`config.mk`:
```
export PLATFORM = sky130hd
export DESIGN_NAME = serctl_slave
export DESIGN_NICKNAME = d
export VERILOG_FILES = /design/src/rtl/serctl_pkg.sv /design/src/rtl/serctl_sync.sv /design/src/rtl/serctl_regfile.sv /design/src/rtl/serctl_tx.sv /design/src/rtl/serctl_slave.sv
export SDC_FILE = /design/constraint.sdc
export NUM_CORES = 1
export LEC_CHECK = 0
export BUFFER_PORTS_ARGS = -buffer_cell sky130_fd_sc_hd__buf_2
export CORE_UTILIZATION = 47
export DETAILED_ROUTE_END_ITERATION = 10
export GPL_TIMING_DRIVEN = 0
export PLACE_DENSITY = 0.77
export SYNTH_ARGS = -nofsm -noshare
export SYNTH_HDL_FRONTEND = slang
export SYNTH_SLANG_ARGS = --single-unit
```
`constraint.sdc`:
```
create_clock -name clk -period 2.95 [get_ports clk]
set_clock_uncertainty 0.2 [all_clocks]
set_input_delay 0.1475 -clock clk [delete_from_list [all_inputs] [get_ports clk]]
set_output_delay 0.1475 -clock clk [all_outputs]
set_load 0.02 [all_outputs]
```
`src/rtl/serctl_pkg.sv`:
```
package serctl_pkg;
  typedef enum logic [2:0] {
    FR_ADDR,
    FR_CTRL,
    FR_DATA,
    FR_PKT,
    FR_READ,
    FR_SKIP
  } frame_e;

  localparam logic [7:0] CMD_WRITE = 8'hF4;
  localparam logic [7:0] CMD_READ  = 8'hF5;

  function automatic logic [7:0] reg_default(input int idx);
    return (idx == 2 || idx == 3) ? 8'hFF : 8'h00;
  endfunction
endpackage

```
`src/rtl/serctl_sync.sv`:
```
module serctl_sync #(
  parameter int W      = 3,
  parameter int STAGES = 2
) (
  input  logic         clk,
  input  logic         rst_n,
  input  logic [W-1:0] d_in,
  output logic [W-1:0] q_out
);
  logic [W-1:0] pipe [STAGES];

  always_ff @(posedge clk or negedge rst_n) begin
    if (!rst_n) begin
      for (int s = 0; s < STAGES; s++) pipe[s] <= '0;
    end else begin
      pipe[0] <= d_in;
      for (int s = 1; s < STAGES; s++) pipe[s] <= pipe[s-1];
    end
  end

  assign q_out = pipe[STAGES-1];
endmodule

```
`src/rtl/serctl_regfile.sv`:
```
module serctl_regfile
  import serctl_pkg::*;
#(
  parameter int NUM_REGS = 14,
  parameter int AW       = 4
) (
  input  logic                  clk,
  input  logic                  rst_n,
  input  logic                  wr_en,
  input  logic [AW-1:0]         wr_idx,
  input  logic [7:0]            wr_byte,
  output logic [NUM_REGS*8-1:0] regs_o,
  output logic                  init_o
);
  // Register 0 bit 7 is the self-clearing re-initialisation request.
  assign init_o = regs_o[7];

  for (genvar g = 0; g < NUM_REGS; g++) begin : g_reg
    always_ff @(posedge clk or negedge rst_n) begin
      if (!rst_n)
        regs_o[8*g +: 8] <= reg_default(g);
      else if (init_o)
        regs_o[8*g +: 8] <= reg_default(g);
      else if (wr_en && wr_idx == AW'(g))
        regs_o[8*g +: 8] <= wr_byte;
    end
  end


  unimpl_ignored_chk: assert property (@(posedge clk) disable iff (!rst_n)
    (wr_en && int'(wr_idx) >= NUM_REGS && !init_o) |=> $stable(regs_o));


  init_single_chk: assert property (@(posedge clk) disable iff (!rst_n)
    init_o |=> (!init_o && regs_o[7:0] == 8'h00));
endmodule

```
`src/rtl/serctl_tx.sv`:
```
module serctl_tx #(
  parameter int NBYTES = 18
) (
  input  logic                clk,
  input  logic                rst_n,
  input  logic                load,
  input  logic                step,
  input  logic [7:0]          flags_i,
  input  logic [NBYTES*8-1:0] data_i,
  output logic                bit_o
);
  localparam int BW = $clog2(NBYTES + 2);

  logic [7:0]    sh;
  logic [2:0]    bit_i;
  logic [BW-1:0] byte_i;

  always_ff @(posedge clk or negedge rst_n) begin
    if (!rst_n) begin
      sh     <= 8'hFF;
      bit_i  <= '0;
      byte_i <= '0;
    end else if (load) begin
      sh     <= flags_i;
      bit_i  <= '0;
      byte_i <= '0;
    end else if (step) begin
      bit_i <= bit_i + 3'd1;
      if (bit_i == 3'd7) begin
        if (byte_i < BW'(NBYTES)) begin
          sh     <= data_i[8*int'(byte_i) +: 8];
          byte_i <= byte_i + 1'b1;
        end else begin
          sh <= 8'hFF;
        end
      end else begin
        sh <= {1'b1, sh[7:1]};
      end
    end
  end

  assign bit_o = sh[0];


  flag_first_bit_chk: assert property (@(posedge clk) disable iff (!rst_n)
    load |=> (bit_o == $past(flags_i[0])));
endmodule

```
`src/rtl/serctl_slave.sv`:
```
module serctl_slave
  import serctl_pkg::*;
#(
  parameter int NUM_REGS    = 14,
  parameter int PKT_BYTES   = 18,
  parameter int SYNC_STAGES = 2
) (
  input  logic                   clk,
  input  logic                   rst_n,
  input  logic                   ce_i,
  input  logic                   cl_i,
  input  logic                   di_i,
  output logic                   do_o,
  output logic                   do_oe_o,
  output logic [NUM_REGS*8-1:0]  regs_o,
  output logic                   init_o,
  output logic [5:0]             h_off_o,
  output logic [5:0]             v_off_o,
  output logic                   pkt_valid_o,
  input  logic                   pkt_ready_i,
  output logic [PKT_BYTES*8-1:0] pkt_data_o,
  input  logic                   st_first_i,
  input  logic                   st_wait_i,
  input  logic                   st_vblank_i,
  input  logic                   st_disc_i,
  input  logic [1:0]             st_qflag_i,
  input  logic [1:0]             st_pflag_i,
  input  logic [PKT_BYTES*8-1:0] rd_data_i
);
  localparam int PCW = $clog2(PKT_BYTES + 2);
  localparam int AW  = 4;

  // Synchronised host pins and edge detection
  logic [2:0] pins_s;
  logic       ce_s, cl_s, di_s, ce_d, cl_d;
  logic       cl_rise, ce_fall;

  serctl_sync #(.W(3), .STAGES(SYNC_STAGES)) u_sync (
    .clk   (clk),
    .rst_n (rst_n),
    .d_in  ({ce_i, cl_i, di_i}),
    .q_out (pins_s)
  );
  assign {ce_s, cl_s, di_s} = pins_s;

  always_ff @(posedge clk or negedge rst_n) begin
    if (!rst_n) begin
      ce_d <= 1'b0;
      cl_d <= 1'b0;
    end else begin
      ce_d <= ce_s;
      cl_d <= cl_s;
    end
  end

  assign cl_rise = cl_s && !cl_d && ce_s;
  assign ce_fall = ce_d && !ce_s;

  // Byte assembly, LSB first
  logic [7:0] shreg;
  logic [2:0] bitcnt;
  logic [7:0] rx_byte;
  logic       byte_done;

  assign rx_byte   = {di_s, shreg[7:1]};
  assign byte_done = cl_rise && (bitcnt == 3'd7);

  // Frame decoder
  frame_e          mode;
  logic [AW-1:0]   reg_sel;
  logic [PCW-1:0]  pkt_cnt;
  logic            pkt_ok;

  always_ff @(posedge clk or negedge rst_n) begin
    if (!rst_n) begin
      mode    <= FR_ADDR;
      shreg   <= '0;
      bitcnt  <= '0;
      reg_sel <= '0;
      pkt_cnt <= '0;
      pkt_ok  <= 1'b0;
    end else if (!ce_s) begin
      mode   <= FR_ADDR;
      bitcnt <= '0;
    end else if (cl_rise) begin
      shreg  <= rx_byte;
      bitcnt <= bitcnt + 3'd1;
      if (byte_done) begin
        unique case (mode)
          FR_ADDR: begin
            if (rx_byte == CMD_WRITE)     mode <= FR_CTRL;
            else if (rx_byte == CMD_READ) mode <= FR_READ;
            else                          mode <= FR_SKIP;
          end
          FR_CTRL: begin
            if (rx_byte[7]) begin
              mode    <= FR_PKT;
              pkt_cnt <= '0;
              pkt_ok  <= 1'b1;
            end else begin
              mode    <= FR_DATA;
              reg_sel <= rx_byte[AW-1:0];
            end
          end
          FR_DATA: mode <= FR_CTRL;
          FR_PKT: begin
            if (pkt_valid_o) pkt_ok <= 1'b0;
            if (pkt_cnt <= PCW'(PKT_BYTES)) pkt_cnt <= pkt_cnt + 1'b1;
          end
          default: ;
        endcase
      end
    end
  end

  // Register bank
  logic wr_en;
  assign wr_en = byte_done && (mode == FR_DATA);

  serctl_regfile #(.NUM_REGS(NUM_REGS), .AW(AW)) u_regs (
    .clk     (clk),
    .rst_n   (rst_n),
    .wr_en   (wr_en),
    .wr_idx  (reg_sel),
    .wr_byte (rx_byte),
    .regs_o  (regs_o),
    .init_o  (init_o)
  );

  assign h_off_o = {regs_o[11], regs_o[11:8], 1'b0};
  assign v_off_o = {regs_o[15], regs_o[15:12], 1'b0};

  // Packet write path with valid/ready hand-off
  logic pkt_exec;
  assign pkt_exec = ce_fall && (mode == FR_PKT) && (pkt_cnt == PCW'(PKT_BYTES))
                    && pkt_ok && !pkt_valid_o;

  always_ff @(posedge clk or negedge rst_n) begin
    if (!rst_n) begin
      pkt_data_o  <= '0;
      pkt_valid_o <= 1'b0;
    end else begin
      if (byte_done && mode == FR_PKT && !pkt_valid_o && pkt_cnt < PCW'(PKT_BYTES))
        pkt_data_o[8*int'(pkt_cnt) +: 8] <= rx_byte;
      if (pkt_exec)
        pkt_valid_o <= 1'b1;
      else if (pkt_ready_i)
        pkt_valid_o <= 1'b0;
    end
  end

  // Readout path
  logic       tx_load, tx_step, tx_bit;
  logic [7:0] flag_byte;

  assign flag_byte = {st_pflag_i, st_qflag_i, st_disc_i, st_vblank_i, st_wait_i, st_first_i};
  assign tx_load   = byte_done && (mode == FR_ADDR) && (rx_byte == CMD_READ);
  assign tx_step   = cl_rise && (mode == FR_READ);

  serctl_tx #(.NBYTES(PKT_BYTES)) u_tx (
    .clk     (clk),
    .rst_n   (rst_n),
    .load    (tx_load),
    .step    (tx_step),
    .flags_i (flag_byte),
    .data_i  (rd_data_i),
    .bit_o   (tx_bit)
  );

  assign do_oe_o = ce_s && (mode == FR_READ);
  assign do_o    = do_oe_o ? tx_bit : 1'b1;


  oe_after_addr_chk: assert property (@(posedge clk) disable iff (!rst_n)
    $rose(do_oe_o) |-> $past(cl_rise));


  oe_release_chk: assert property (@(posedge clk) disable iff (!rst_n)
    $fell(ce_s) |-> !do_oe_o);


  pkt_hold_chk: assert property (@(posedge clk) disable iff (!rst_n)
    (pkt_valid_o && !pkt_ready_i) |=> (pkt_valid_o && $stable(pkt_data_o)));


  pkt_len_chk: assert property (@(posedge clk) disable iff (!rst_n)
    $rose(pkt_valid_o) |-> $past(pkt_cnt == PCW'(PKT_BYTES)));
endmodule

```
## After elaboration in Yosys (flattened, before gate mapping)

Index checks and enable logic that the tools add are counted.

- Input port bits: 158
- Register bits after elaboration: 305

- Reduce and logical (&&, ||, !) cells: 60
- Add/sub/neg operators: 5
- Magnitude comparators: 3
- Bitwise logic cells: 1
- Muxes and demuxes: 57
- Shift-type cells: 3
- Equality and inequality tests: 28

Operators by type and width:

| cell | number |
|---|---|
| 8-bit two-way mux | 32 |
| 144-bit bitwise mux | 1 |
| 8-bit by 33-bit variable shift with 144-bit output (first input constant) | 1 |
| 144-bit by 9-bit indexed part select with 8-bit output | 1 |
| 8-bit by 33-bit indexed part select with 144-bit output | 1 |
| 2-bit nonzero test | 19 |
| 8-bit negation with 33-bit output | 1 |
| 1-bit logical AND | 30 |
| 5-bit two-way mux | 6 |
| 4-bit == test (second input constant) | 6 |
| 3-bit two-way mux | 8 |
| 4-bit by 3-bit == test with 1-bit output (second input constant) | 4 |
| 8-bit == test (second input constant) | 2 |
| 6-bit AND reduction | 2 |
| 5-bit by 1-bit adder with 5-bit output (second input constant) | 2 |
| 5-bit < comparator (second input constant) | 2 |
| 5-bit case mux with 2 select lines | 1 |
| 3-bit == test (second input constant) | 3 |
| 3-bit case mux with 3 select lines | 1 |
| 4-bit by 2-bit == test with 1-bit output (second input constant) | 2 |
| 2-bit inequality test (second input constant) | 4 |
| 1-bit two-way mux | 7 |
| 3-bit by 1-bit adder with 3-bit output (second input constant) | 2 |
| 3-bit by 2-bit == test with 1-bit output (second input constant) | 2 |
| other kinds (14) | 17 |

## Longest topological paths before layout

Gate-level depths: netlist (run 1).

- Depth after elaboration: 8
- Gate-level depth with buffers: 12
- Gate-level depth less buffers: 9

## Modules after synthesis

Synthesis (run 1) repeated with hierarchy kept, for this count alone.

- Cell total of the unflattened synthesis: 1251
- Area total of the unflattened synthesis: 15320.9 um^2

By module, submodules not included:

| module | cells an instance | instances | area an instance (um^2) |
|---|---|---|---|
| serctl_slave | 628 | 1 | 8031.5 |
| serctl_regfile | 378 | 1 | 4887.2 |
| serctl_tx | 236 | 1 | 2229.6 |
| serctl_sync | 9 | 1 | 172.7 |

## Least setup slack after synthesis (run 1)

Ideal clock, no wire load.

- Path type: reg-to-reg
- Start point: reg pkt_cnt[0]
- End point: reg pkt_data_o[10]
- Library setup time: 139 ps
- Path slack: -308 ps
- Arrival: 2919 ps
- Stages on the path, launching flop included: 13
- Path buffers: 3
- Required time: 2611 ps
- Cells stage by stage: dfrtp_1 > buf_2 > inv_1 > ha_1 > nor3b_1 > ha_1 > clkbuf_1 > inv_1 > nor3_1 > nand4_1 > clkbuf_1 > nand2_1 > o41ai_1

- Cells in the longest elaborated chain, start to end: 3
- Elaborated cells between the ends (all ways): 6
- Classes of those cells: 1 x add/sub; 1 x order compare; 2 x shift; 1 x mux; 1 x reduce/logical

Ends and longest elaborated chain:

| what | line | RTL |
|---|---|---|
| from (decl) | serctl_slave.sv:71 | `logic [PCW-1:0] pkt_cnt;` |
| from (signal assigned) | serctl_slave.sv:108 | `if (pkt_cnt <= PCW'(PKT_BYTES)) pkt_cnt <= pkt_cnt + 1'b1;` |
| 8-bit negation with 33-bit output | serctl_slave.sv:144 | `pkt_data_o[8*int'(pkt_cnt) +: 8] <= rx_byte;` |
| 8-bit by 33-bit indexed part select with 144-bit output or 8-bit by 33-bit variable shift with 144-bit output (tied branches) | serctl_slave.sv:144 |  |
| 144-bit bitwise mux | serctl_slave.sv:144 |  |
| to (signal, indexed assignment) | serctl_slave.sv:144 |  |
| to (decl) | serctl_slave.sv:21 | `output logic [PKT_BYTES*8-1:0] pkt_data_o,` |

Parallel ways exist; a longest one is shown, timed or not.
A chain may end at the register's enable or synchronous reset.

## Worst setup path in the final report (run 1)

- Start point: reg pkt_cnt[0]
- End point: reg pkt_data_o[22]

Same word-level chain as after synthesis.

==> results of run 1 <==
==> placed cells by master, fill, tap and decap left out, drive strengths merged, types with 24 or more instances in the layout <==
master       netlist  layout
a21oi             96      96
dfstp             24      24
mux2i             41      41
o21ai            108     108
clkbuf            71     117
mux2              95      95
nand3             31      31
nand2            243     243
dfrtp            280     280
buf               33     488
dlygate4sd3        0      31
nor2              56      56
==> stage by stage <==
| step | setup WS, ps | TNS (ps) | cell area [um2] | instances | total power, W |
|---|---|---|---|---|---|
| 4_1_cts | -186 | -6260 | 18300 | 2231 | 0.00907 |
| 3_3_place_gp | -4010 | -1219920 | 16700 | 2136 | 0.00506 |
| 3_5_place_dp | -732 | -63060 | 16800 | 2138 | 0.00508 |
| 2_1_floorplan | 19.9 | 0 | 14100 | 1325 | 0.00461 |
| 5_1_grt | -52.5 | -115 | 18500 | 2246 | 0.00927 |
| 6_report | 48.7 | 0 | 18500 | 2247 | 0.00901 |
==> where the power goes <==
| part | internal (W) | switching, W | total, W |
|---|---|---|---|
| clock | 0.00234 | 0.00163 | 0.00397 |
| sequential | 0.00422 | 0.0000520 | 0.00427 |
| combinational | 0.000236 | 0.000540 | 0.000775 |
==> critical path: cells and delay by family (launching register included) <==
| kind | cells | cell delay [ps] |
|---|---|---|
| flip-flops | 1 | 390 |
| AO/OA/AOI/OAI | 1 | 90 |
| buffers and inverters | 4 | 670 |
| adder cells (fa/ha/maj) | 2 | 440 |
| AND/OR/NAND/NOR | 4 | 980 |
==> sequential cells by signal, summed over array words and instances, names as in the netlist <==
name / flops
pkt_data_o: 144
u_regs.regs_o: 111
u_tx.sh: 8
shreg: 7
pkt_cnt: 5
u_tx.byte_i: 5
reg_sel: 4
bitcnt: 3
mode: 3
u_sync.pipe: 3
u_sync.q_out: 3
u_tx.bit_i: 3
ce_d: 1
cl_d: 1
pkt_ok: 1
pkt_valid_o: 1
u_regs.init_o: 1
==> worst max-delay path by stage <==
| stage | start | to | cells past startpoint |
|---|---|---|---|
| global placement | rst_n | u_regs.regs_o[57]$_DFFE_PN0P_ | 1 |
| CTS | u_sync.q_out[2]$_DFF_PN0_ | u_regs.regs_o[109]$_DFFE_PN0P_ | 6 |
| floorplan | pkt_cnt[0]$_DFFE_PN0P_ | pkt_data_o[10]$_DFFE_PN0P_ | 12 |
| detailed placement | pkt_cnt[0]$_DFFE_PN0P_ | pkt_data_o[52]$_DFFE_PN0P_ | 12 |
| finish | pkt_cnt[0]$_DFFE_PN0P_ | pkt_data_o[22]$_DFFE_PN0P_ | 11 |
| global route | pkt_cnt[0]$_DFFE_PN0P_ | pkt_data_o[22]$_DFFE_PN0P_ | 11 |
==> layer usage <==
metal | GRT usage, % | share of wire [%] | wire [um] | up-vias
met2 | 47.0 | 47 | 21400 | 575
met5 | 0 | 0.026 | 12 | -
met1 | 40.0 | 42 | 19200 | 6322
li1 | - | - | - | 5687
met3 | 6.96 | 8.5 | 3910 | 105
met4 | 9.46 | 3.0 | 1360 | 2
==> cell families after synthesis <==
logic type / synth area share, %
fa+ha+maj: 0.800
flops: 54.2
buf+inv: 3.74
other cells: 0.0266
mux: 14.1
compound gates: 11.1
xor+xnor: 0.435
simple gates: 15.5
==> cell type report <==
cell class | instances | share of cell area [%]
Buffer | 101 | 2.63
Sequential cell | 304 | 41.3
Clock buffer | 50 | 5.28
Clock inverter | 5 | 0.352
Timing Repair Buffer | 485 | 14.7
Tap cell | 384 | 2.60
Antenna cell | 1 | 0.0135
Multi-Input combinational cell | 903 | 32.9
Inverter | 14 | 0.297
==> timing repair <==
| item | in CTS | in global routing |
|---|---|---|
| resized for setup | 20 | 48 |
| pin swaps | 4 | 7 |
| endpoints found under the setup margin | 211 | 215 |
| cloned | 0 | 0 |
| setup buffers | 9 | 16 |
| hold buffers | 31 | 0 |
| hold endpoints to repair | 111 | 0 |
==> results.md, run 1 <==
Floorplan:
- The die span in x is 175 um.
- The floorplan step defined a core boundary enclosing 29,100 um2.
- 430 I/O pins were placed.
- The floorplan step set the die height to 175 um.
- The floorplan has 62 rows.
- The area of the die is 30,600 um2.
- The effective utilization at floorplan is 48.4%.

Worst setup path:
- In this run the critical register-to-register path is launched from pkt_cnt[0]$_DFFE_PN0P_.
- The kind of capture point of the worst setup path is a flip-flop.
- At the worst endpoint, the arrival time is 3140 ps.
- Traced cell by cell, the critical path runs through buf_4 -> inv_4 -> ha_2 -> nor3b_4 -> ha_4 -> inv_1 -> nor4_1 -> nand4_1 -> clkbuf_1 -> nand2_1 -> o21ai_0.
- STA puts the critical path data required time at 3180 ps.
- The endpoint of the worst-slack reg-to-reg timing path is pkt_data_o[22]$_DFFE_PN0P_.
- The class of the most critical setup path is reg2reg.
- In this run the register-to-register setup slack is 50 ps.
- The critical-path maximum fanout is 10.
- The number of cells on the worst reg-to-reg path is 11.
- The type of element launching the critical path is a flip-flop.
- The largest single stage delay on the critical path is 390 ps.
- The master of the slowest instance on the critical path is dfrtp_1.

Power:
- The leakage power is 9.33 nW.
- The power density relative to cell area is 487 nW/um2.
- The worst voltage drop across the vdd grid is 0.000457 V.

Final layout:
- At the end of the flow the core is filled with cells to 63.6%.
- The area growth from synthesis to layout is 31.4%.
- Cells with a size suffix above 1 make up 39.4% of the layout.
- Summing all multi-input logic gate instances after layout gives 6090 um2.
- Fill cells in the final layout number 2,382.
- Across the whole layout, storage elements account for 7640 um2.
- The net count of the finished layout is 2,007.

CTS:
- The sink count of the clock tree is 304.
- No sink is reached through more buffers than the 3 on the longest clock path.
- The number of H-tree levels is 1.
- Clock tree synthesis selected as its root buffer the cell clkbuf_16.
- The clock latency at the later pin of the worst-skew pair is 580 ps.
- TritonCTS created 31 clock buffers.
- The clock transition at the register clock pins on the worst setup and hold paths after CTS is 60 ps.
- The clock tree from TritonCTS is built.

Yosys:
- Counting flops and latches in the post-synthesis netlist gives 304.
- After technology mapping, the gate count stands at 1,324.
- The proportion of register bits with asynchronous set or reset after synthesis is 100%.
- By instance count, the leading cell after synthesis is dfrtp_1.
- The synthesized design contains 0 enable-type register cells.
- Sequential cells were found to cover 54.2% of the synthesized design area.
- The average instance in the mapped netlist occupies 10.6 um2.
- In the synthesized netlist the dominant register cell turns out to be dfrtp_1.
- In the post-synthesis netlist, the biggest area contributors are dfrtp_1 (50%), mux2_2 (7.3%), nand2_1 (6.5%).
- Summed over its instances, the top area cell type makes up 49.8% of the synthesized netlist area.
- The netlist area before placement is 14,100 um2.
- Yosys mapped the design onto 71 distinct sky130hd cell types.
- After synthesis, the most frequently instantiated cells are dfrtp_1 (280), nand2_1 (242), o21ai_0 (106).
- The number of synthesis warnings is 0.
- Of all cell types, the one taking the most synthesized area is dfrtp_1.

Place:
- During placement, the flow inserted port buffers numbering 427.
- The half-perimeter wire length after placement is 33,300 um.
- The congestion estimate from routability-driven global placement came to 0.952.

STA:
- At the pin with the least slew margin, the transition time is 931 ps.
- The fmax is 345 MHz.
- The shortest period the worst path allows is 2900 ps.
- The max-slew violation count was 0.
- The number of failing hold endpoints at the final stage is 0.
- The part of the cycle the worst path needs is 98.3%.
- Measured against its own limit, the worst slew margin works out to 37.4%.
- The number of setup violations in the final report is 0.
- Hold timing on the final database bottoms out at a slack of 33.6 ps.

Route:
- Before antenna repair, the detailed router went through 6 iterations.
- After detailed routing, the number of vias per cell comes to 5.65.
- For this block, the routed nets add up to 45,900 um of wire.
- In this run, the number of DRC markers left after iteration 0 of detailed routing was 1,046.
- After detailed routing, the number of remaining DRC violations is 0.
- Summing over every cut layer, the via total after detailed routing is 12.7k.
- Dividing the detail-routed wire length by the instance count gives 20.4 um.
- The post-route antenna net violation count is 0.

Global routing:
- Global routing consumed, over all layers together, 29.6% of the routing resources.
- The number of global-route vias before repair is 12.6k.
- The first-pass GRT wire length is 71,000 um.
- The maximum number of pins on one net before global-route repair is 106.
- The remaining global-route overflow is 0.
- The initial antenna violation count came to 1.

Flow run:
- The max capacitance violation total is 0.

Hold path:
- The class of the tightest hold or removal check is in2async.

Outcome:
- The run finished with clean final reports.
Power figures use the tool's default switching activity.
==> run 2: changes to the inputs <==
--- a/config.mk
+++ b/config.mk
@@ -6,10 +6,9 @@
 export NUM_CORES = 1
 export LEC_CHECK = 0
 export BUFFER_PORTS_ARGS = -buffer_cell sky130_fd_sc_hd__buf_2
-export CORE_UTILIZATION = 47
+export CORE_UTILIZATION = 29
 export DETAILED_ROUTE_END_ITERATION = 10
 export GPL_TIMING_DRIVEN = 0
-export PLACE_DENSITY = 0.77
 export SYNTH_ARGS = -nofsm -noshare
 export SYNTH_HDL_FRONTEND = slang
 export SYNTH_SLANG_ARGS = --single-unit
==> run 2 against run 1 <==
Sequential share of layout area down 1.2 points. First-iteration DRC count down 15%. Total power up 7.8%. Fmax up 3.1%. Clock power up 17%. Cell count up 11%. Worst hold slack better by 4.6 ps. Flip-flop and latch count unchanged. Global-route usage down 9.1 points. Largest cell class unchanged.
==> results.md, run 2 (synthesized netlist as in run 1, its figures left out) <==
Outcome:
- The flow ran to the end, and the final reports show no timing, DRC or antenna violations.

STA:
- The part of the cycle the worst path needs is 95.4%.
- Setup repair after global routing could not meet its margin everywhere.
- Based on the critical path, the design can be clocked at up to 355 MHz.
- The final worst-path setup slack is 135 ps.
- The worst-case headroom to the max-slew limit is 25.3%.
- Setup violations remaining at the end of the flow were counted as 0.
- Counting I/O delays and the setup requirement, the final critical path takes 2810 ps.
- The number of failing hold endpoints at the final stage is 0.
- For the pin with the worst max-slew slack, the measured transition is 1120 ps.
- The max-slew violation count is 0.

Worst setup path:
- Together, buffers and inverters on the worst path number 4.
- The worst reg-to-reg setup slack is 140 ps.
- The startpoint identified for the worst register-to-register timing path is pkt_cnt[0]$_DFFE_PN0P_.
- The type of element launching the critical path is a flip-flop.
- Data on the critical path arrives at its endpoint at 3040 ps.
- The highest cell delay on the worst timing path is 580 ps.
- The kind of cell adding the most delay to the critical path is simple AND/OR/NAND/NOR gates.
- Traced cell by cell, the critical path runs through buf_4 -> inv_4 -> ha_4 -> or4b_2 -> clkbuf_1 -> buf_4 -> nor3_2 -> nand2_4 -> mux2_2.
- The critical-path maximum fanout is 10.
- The endpoint of the worst-slack reg-to-reg timing path is pkt_data_o[3]$_DFFE_PN0P_.
- The master of the slowest instance on the critical path is or4b_2.
- STA puts the critical path data required time at 3170 ps.
- STA classifies the critical path endpoint as a flip-flop.
- The worst register-to-register path has a depth of 9.
- The cell type with the highest occurrence count on the critical path is buf_4.
- The critical path in this run is classified as reg2reg.

Global routing:
- The number of global-route vias before repair is 12.7k.
- Entering global routing, the biggest net connects 123 pins.
- The first global-routing pass estimated 77,600 um of wire.
- The initial antenna violation count was 1.
- The remaining global-route overflow is 0.
- Across every metal layer, demand over resource in global routing totals 20.5%.

Place:
- The number of input and output port buffers inserted is 427.
- The post-placement setup slack is -704 ps.
- The half-perimeter wire length after placement is 37,200 um.
- The placed standard-cell area is 17,100 um2.
- The routability congestion estimate is 0.983.

Route:
- In this run the remaining antenna-violating nets after routing total 0.
- For this run, the detailed router's first-pass iteration total came to 5.
- The total DRC errors in the routed layout is 0.
- The average vias per placed instance is 5.02.
- Detailed routing inserted a total of 12.5k vias.
- The initial DRC count is 884.
- The total wirelength of the detailed-routed design is 51,000 um.
- After detailed routing, the average wire length per cell comes to 20.4 um.

Flow run:
- The max capacitance violation total is 0.

Power:
- For this design the static power due to leakage is 9.48 nW.
- The worst voltage drop across the vdd grid is 0.000364 V.
- The power density relative to cell area is 510 nW/um2.

Final layout:
- The repair_antennas step left the layout with diodes totalling 0.
- The register with the most flip-flops in the final layout is pkt_data_o.
- After the last flow step, the layout net total stands at 2,020.
- The leading cell type in the layout, fill and taps excluded is buf_2.
- The register with the most flip-flops in the layout has 144 of them.
- Relative to the synthesized area, the layout overhead comes to 35.3%.
- The final instance area is 19,000 um2.
- In the layout the commonest cells are buf_2 (437), dfrtp_1 (279), nand2_1 (238).
- The largest registers in the layout are pkt_data_o x144, u_regs.regs_o x111, u_tx.sh x8.
- The post-route core utilization is 39.8%.
- The post-route netlist has 39.8% of its cells at a drive strength greater than 1.

Hold path:
- The end point of the most critical hold path is u_tx.sh[7]$_DFFE_PN1P_.
- The startpoint of the lowest-slack hold path is rd_data_i[103].
- The worst hold path passes through 6 cells.
- The tightest min-delay check is of the in2reg type.

CTS:
- The clock passes through at most 3 buffers.
- Clock-pin slew was measured on the worst setup and hold paths at 60 ps.
- The library cell used as clock root buffer is clkbuf_16.
- The clock latency at the later pin of the worst-skew pair is 550 ps.
- The sink count of the clock tree is 304.
- The clock tree from TritonCTS is built.
- The number of clock buffers added by TritonCTS is 37.
- The H-tree generated during clock tree synthesis spans 2 levels.

Floorplan:
- In this run the core area contains 80 standard-cell rows.
- The die span in x is 222 um.
- The effective utilization at floorplan is 29.4%.
- The number of I/O pins is 430.
- The area of the die is 49,400 um2.
- Measured along the y axis, the die boundary spans 222 um.
- The total core area is 47,800 um2.
==> run 2: cell count changes in the layout (fill, tap and decap cells not counted), moves of 2 or more <==
| cell | change |
|---|---|
| nor2_2 | +2 |
| clkinv_2 | +3 |
| clkbuf_8 | -7 |
| clkbuf_2 | -3 |
| buf_4 | +4 |
| bufinv_16 | +2 |
| clkinv_4 | +2 |
| clkbuf_16 | +7 |
| clkbuf_1 | +4 |
| buf_12 | +2 |
| buf_2 | +2 |
==> run 2: metal layers <==
layer | part of all wire [%] | global-route usage [%] | vias up
li1 | - | - | 5727
met1 | 43 | 26.7 | 6279
met2 | 47 | 33.2 | 446
met3 | 7.4 | 5.46 | 66
met4 | 2.4 | 6.14 | 2
met5 | 0.016 | 0 | -
==> run 2: worst max-delay path by stage <==
| stage | endpoint | startpoint | slack [ps] | cells past startpoint |
|---|---|---|---|---|
| after CTS | pkt_data_o[3]$_DFFE_PN0P_ | pkt_cnt[0]$_DFFE_PN0P_ | -0.7 | 9 |
| after global routing | pkt_data_o[31]$_DFFE_PN0P_ | pkt_cnt[0]$_DFFE_PN0P_ | -60 | 11 |
| final | pkt_data_o[3]$_DFFE_PN0P_ | pkt_cnt[0]$_DFFE_PN0P_ | 140 | 9 |
| after detailed placement | pkt_data_o[44]$_DFFE_PN0P_ | pkt_cnt[0]$_DFFE_PN0P_ | -700 | 12 |
| after floorplan | pkt_data_o[10]$_DFFE_PN0P_ | pkt_cnt[0]$_DFFE_PN0P_ | 20 | 12 |
| after global placement | u_regs.regs_o[11]$_DFFE_PN0P_ | rst_n | -4260 | 1 |
==> run 2: where the power goes <==
| part | switching [W] | leakage, nW | internal, W | total [W] |
|---|---|---|---|---|
| clock network | 0.00184 | 0.606 | 0.00279 | 0.00463 |
| logic | 0.000586 | 4.75 | 0.000239 | 0.000825 |
| registers | 0.0000495 | 4.13 | 0.00422 | 0.00427 |
==> run 2: metrics by stage <==
| stage | total power [W] | hold WS, ps | instances | TNS, ps |
|---|---|---|---|---|
| finish | 0.00972 | 38.2 | 2494 | 0 |
| global route | 0.0101 | 75.6 | 2494 | -902 |
| CTS | 0.00989 | 5.86 | 2473 | -0.727 |
| detailed placement | 0.00515 | -37.7 | 2369 | -91460 |
| global placement | 0.00515 | 58.3 | 2367 | -1311210 |
| floorplan | 0.00461 | -348 | 1325 | 0 |
==> run 2: area by class of cell <==
type / count / area (um2)
Clock buffer: 52 / 1060
Buffer: 102 / 493
Fill cell: 4780 / 28800
Timing Repair Buffer: 491 / 2780
Tap cell: 615 / 769
Clock inverter: 13 / 163
Sequential cell: 304 / 7640
Multi-Input combinational cell: 903 / 6090
Inverter: 14 / 55.1
==> run 2: worst register-to-register path, cell delays in order, from the launching register on <==
cell,delay [ps]
dfrtp_1,380
buf_4,180
inv_4,120
ha_4,170
or4b_2,580
clkbuf_1,170
buf_4,200
nor3_2,250
nand2_4,140
mux2_2,310
==> run 2: timing repair <==
action                                  4_1_cts  5_1_grt
hold buffers                                 31        0
setup buffers                                10       21
endpoints found under the setup margin      244      183
hold endpoints to repair                    282        0
pin swaps                                     4        8
resized for setup                            28       41
==> run 3: changes to the inputs <==
--- a/config.mk
+++ b/config.mk
@@ -7,6 +7,7 @@
 export LEC_CHECK = 0
 export BUFFER_PORTS_ARGS = -buffer_cell sky130_fd_sc_hd__buf_2
 export CORE_UTILIZATION = 29
+export CTS_CLUSTER_SIZE = 14
 export DETAILED_ROUTE_END_ITERATION = 10
 export GPL_TIMING_DRIVEN = 0
 export SYNTH_ARGS = -nofsm -noshare
==> constraint.sdc (replaced) <==
create_clock -name clk -period 2.95 [get_ports clk]
set_clock_uncertainty 0.2 [all_clocks]
set_input_delay 0.295 -clock clk [delete_from_list [all_inputs] [get_ports clk]]
set_output_delay 0.295 -clock clk [all_outputs]
set_load 0.02 [all_outputs]
==> run 3 against run 2 <==
Count of clock-buffer cells in the layout did not move. Critical path depth rose by 3. Die area did not move. Critical endpoint is now pkt_data_o[61]$_DFFE_PN0P_. Wire length fell by 0.61%. Largest power group unchanged.
==> results.md, run 3 (synthesized netlist as in run 1, its figures left out) <==
Route:
- The total DRC errors in the routed layout is 0.
- The average vias per placed instance is 5.00.
- The detailed router finished its first iteration with 909 violations.
- The average detailed-routed wire length per instance is 20.4 um.
- Across all layers, the routed design uses 12.4k vias.
- The post-route antenna net violation count is 0.
- Wires add up to 50,700 um.
- The total iterations of the first detailed-routing run is 5.

Floorplan:
- The effective utilization at floorplan is 29.4%.
- The number of placement rows is 80.
- The area of the die is 49,400 um2.
- The die span in x is 222 um.
- The number of I/O pins is 430.
- The floorplan step defined a core boundary enclosing 47,800 um2.
- The die is 222 um tall.

Global routing:
- The global-route total usage across every layer is 20.4%.
- The maximum number of pins on one net before global-route repair is 123.
- The number of global-route vias before repair is 12.6k.
- The initial antenna violation count is 1.
- The first-pass GRT wire length is 77,200 um.
- The remaining global-route overflow is 0.

STA:
- The worst-case headroom to the max-slew limit is 29.5%.
- The number of failing hold endpoints at the final stage is 0.
- The part of the cycle the worst path needs is 95.4%.
- Setup repair after global routing could not meet its margin everywhere.
- The fmax is 355 MHz.
- The slew at the pin with the worst max-slew slack is 1060 ps.
- The worst path needs 2810 ps of the cycle, external delays included.
- The max-slew violation count came to 0.
- Setup violations remaining at the end of the flow were counted as 0.

Final layout:
- The largest registers in the layout are pkt_data_o x144, u_regs.regs_o x111, u_tx.sh x8.
- The register with the most flip-flops in the layout has 144 of them.
- The top cell types in the final layout, fill and taps aside, are buf_2 (437), dfrtp_1 (279), nand2_1 (238).
- The post-route netlist has 40.1% of its cells at a drive strength greater than 1.
- The net count of the finished layout is 2,005.
- The register with the most flip-flops is pkt_data_o.
- The area growth from synthesis to layout is 34.2%.
- The number of antenna diodes in the final layout is 0.
- Excluding fillers, the count of instances in the completed layout stands at 2,479.
- The post-route core utilization is 39.5%.
- The leading cell type in the layout, fill and taps excluded is buf_2.
- Fill cells in the final layout number 4,787.

Worst setup path:
- The worst setup path is launched from a flip-flop.
- The required time of the critical path is 3160 ps.
- The worst setup path is of the reg2reg kind.
- The data arrival time of the worst path is 3020 ps.
- The largest individual stage delay along the critical path comes from the cell dfrtp_1.
- Together, buffers and inverters on the worst path number 5.
- The kind of cell with the highest combined delay along the critical path is buffers and inverters.
- For this run, the slowest stage of the critical path takes 380 ps.
- The kind of capture point of the worst setup path is a flip-flop.
- Traced cell by cell, the critical path runs through buf_4 -> inv_4 -> ha_4 -> nor3b_4 -> ha_4 -> inv_1 -> nor3_4 -> nand4b_1 -> buf_4 -> buf_2 -> o21ai_0 -> o21ai_0.
- In this run the worst path has a maximum fanout of 10.

CTS:
- The clock drives 304 sinks.
- The clock tree from TritonCTS is built.
- The clock reaches the later pin of the worst-skew pair after 550 ps.
- The library cell used as clock root buffer is clkbuf_16.
- The number of buffers added by the clock tree synthesis step is 37.
- The number of H-tree levels is 2.
- The clock passes through at most 3 buffers.
- The clock transition at the register clock pins on the worst setup and hold paths after CTS is 60 ps.

Place:
- The half-perimeter wire length after placement is 37,200 um.
- The number of input and output port buffers inserted is 427.
- Routability-driven placement finished with a final weighted congestion of 0.983.
- The total instance count after detailed placement is 2,369.

Flow run:
- The max capacitance violation total is 0.

Power:
- In this run the power density over the cells is 513 nW/um2.
- The leakage power is 9.41 nW.
- The worst-case IR drop observed on VDD is 0.000362 V.

Outcome:
- The run finished with clean final reports.

Hold path:
- The min-delay analysis places its worst path in the category in2reg.
[run 3: cell count changes in the layout (fill, tap and decap cells not counted)]
cell / delta
buf_12: -1
dlygate4sd3_1: -14
[run 3: power by group]
group | leakage, nW | switching, W | internal [W] | total, W
logic | 4.68 | 0.000578 | 0.000224 | 0.000803
registers | 4.13 | 0.0000523 | 0.00422 | 0.00427
clock network | 0.606 | 0.00183 | 0.00279 | 0.00462
[run 3: layout make-up]
class	instances	area, um2	area share, %
Clock inverter	13	163	0.861
Timing Repair Buffer	476	2620	13.9
Tap cell	615	769	4.07
Sequential cell	304	7640	40.4
Buffer	102	493	2.61
Multi-Input combinational cell	903	6090	32.2
Inverter	14	55.1	0.291
Clock buffer	52	1060	5.63
[run 3: through the flow]
| step | setup WS (ps) | TNS (ps) | cell area, um2 | hold WS (ps) | total power, W |
|---|---|---|---|---|---|
| 3_5_place_dp | -704 | -91460 | 17100 | 110 | 0.00515 |
| 5_1_grt | -59.5 | -902 | 18900 | 59.5 | 0.0101 |
| 6_report | 136 | 0 | 18900 | 36.0 | 0.00969 |
| 4_1_cts | -0.727 | -0.727 | 18600 | 0.370 | 0.00987 |
| 2_1_floorplan | 19.9 | 0 | 14100 | -201 | 0.00461 |
| 3_3_place_gp | -4410 | -1356050 | 17000 | 139 | 0.00515 |
[run 3: metal layers]
metal / vias up / share of wire [%] / global-route usage (%)
li1: 5686 / - / -
met1: 6219 / 43 / 26.6
met2: 414 / 47 / 33.0
met3: 64 / 7.2 / 5.45
met4: 2 / 2.3 / 5.94
met5: - / 0.016 / 0
[run 3: path summary, 6_finish.rpt]
path,from,to,slack [ps],cells after the start
setup / recovery,pkt_cnt[0]$_DFFE_PN0P_,pkt_data_o[61]$_DFFE_PN0P_,140,12
hold / removal,rd_data_i[133],u_tx.sh[5]$_DFFE_PN1P_,40,5
setup reg to reg,pkt_cnt[0]$_DFFE_PN0P_,pkt_data_o[61]$_DFFE_PN0P_,140,12
hold reg to reg,u_sync.pipe[4]$_DFF_PN0_,u_sync.q_out[1]$_DFF_PN0_,160,0
max in group asynchronous,rst_n,u_regs.regs_o[108]$_DFFE_PN0P_,1380,3
min in group asynchronous,rst_n,pkt_data_o[127]$_DFFE_PN0P_,120,2
[run 3: worst min-delay path, delay by kind of cell]
family / cells / cell delay, ps
simple gates: 1 / 70
buf+inv: 1 / 70
mux: 1 / 60
compound gates: 2 / 220
[run 3: repair_timing]
item | CTS | global route
gates resized for setup | 28 | 41
endpoints found under the setup margin | 244 | 183
pin swaps | 4 | 8
setup buffers | 10 | 21
hold buffers | 16 | 0
endpoints found under the hold margin | 82 | 0
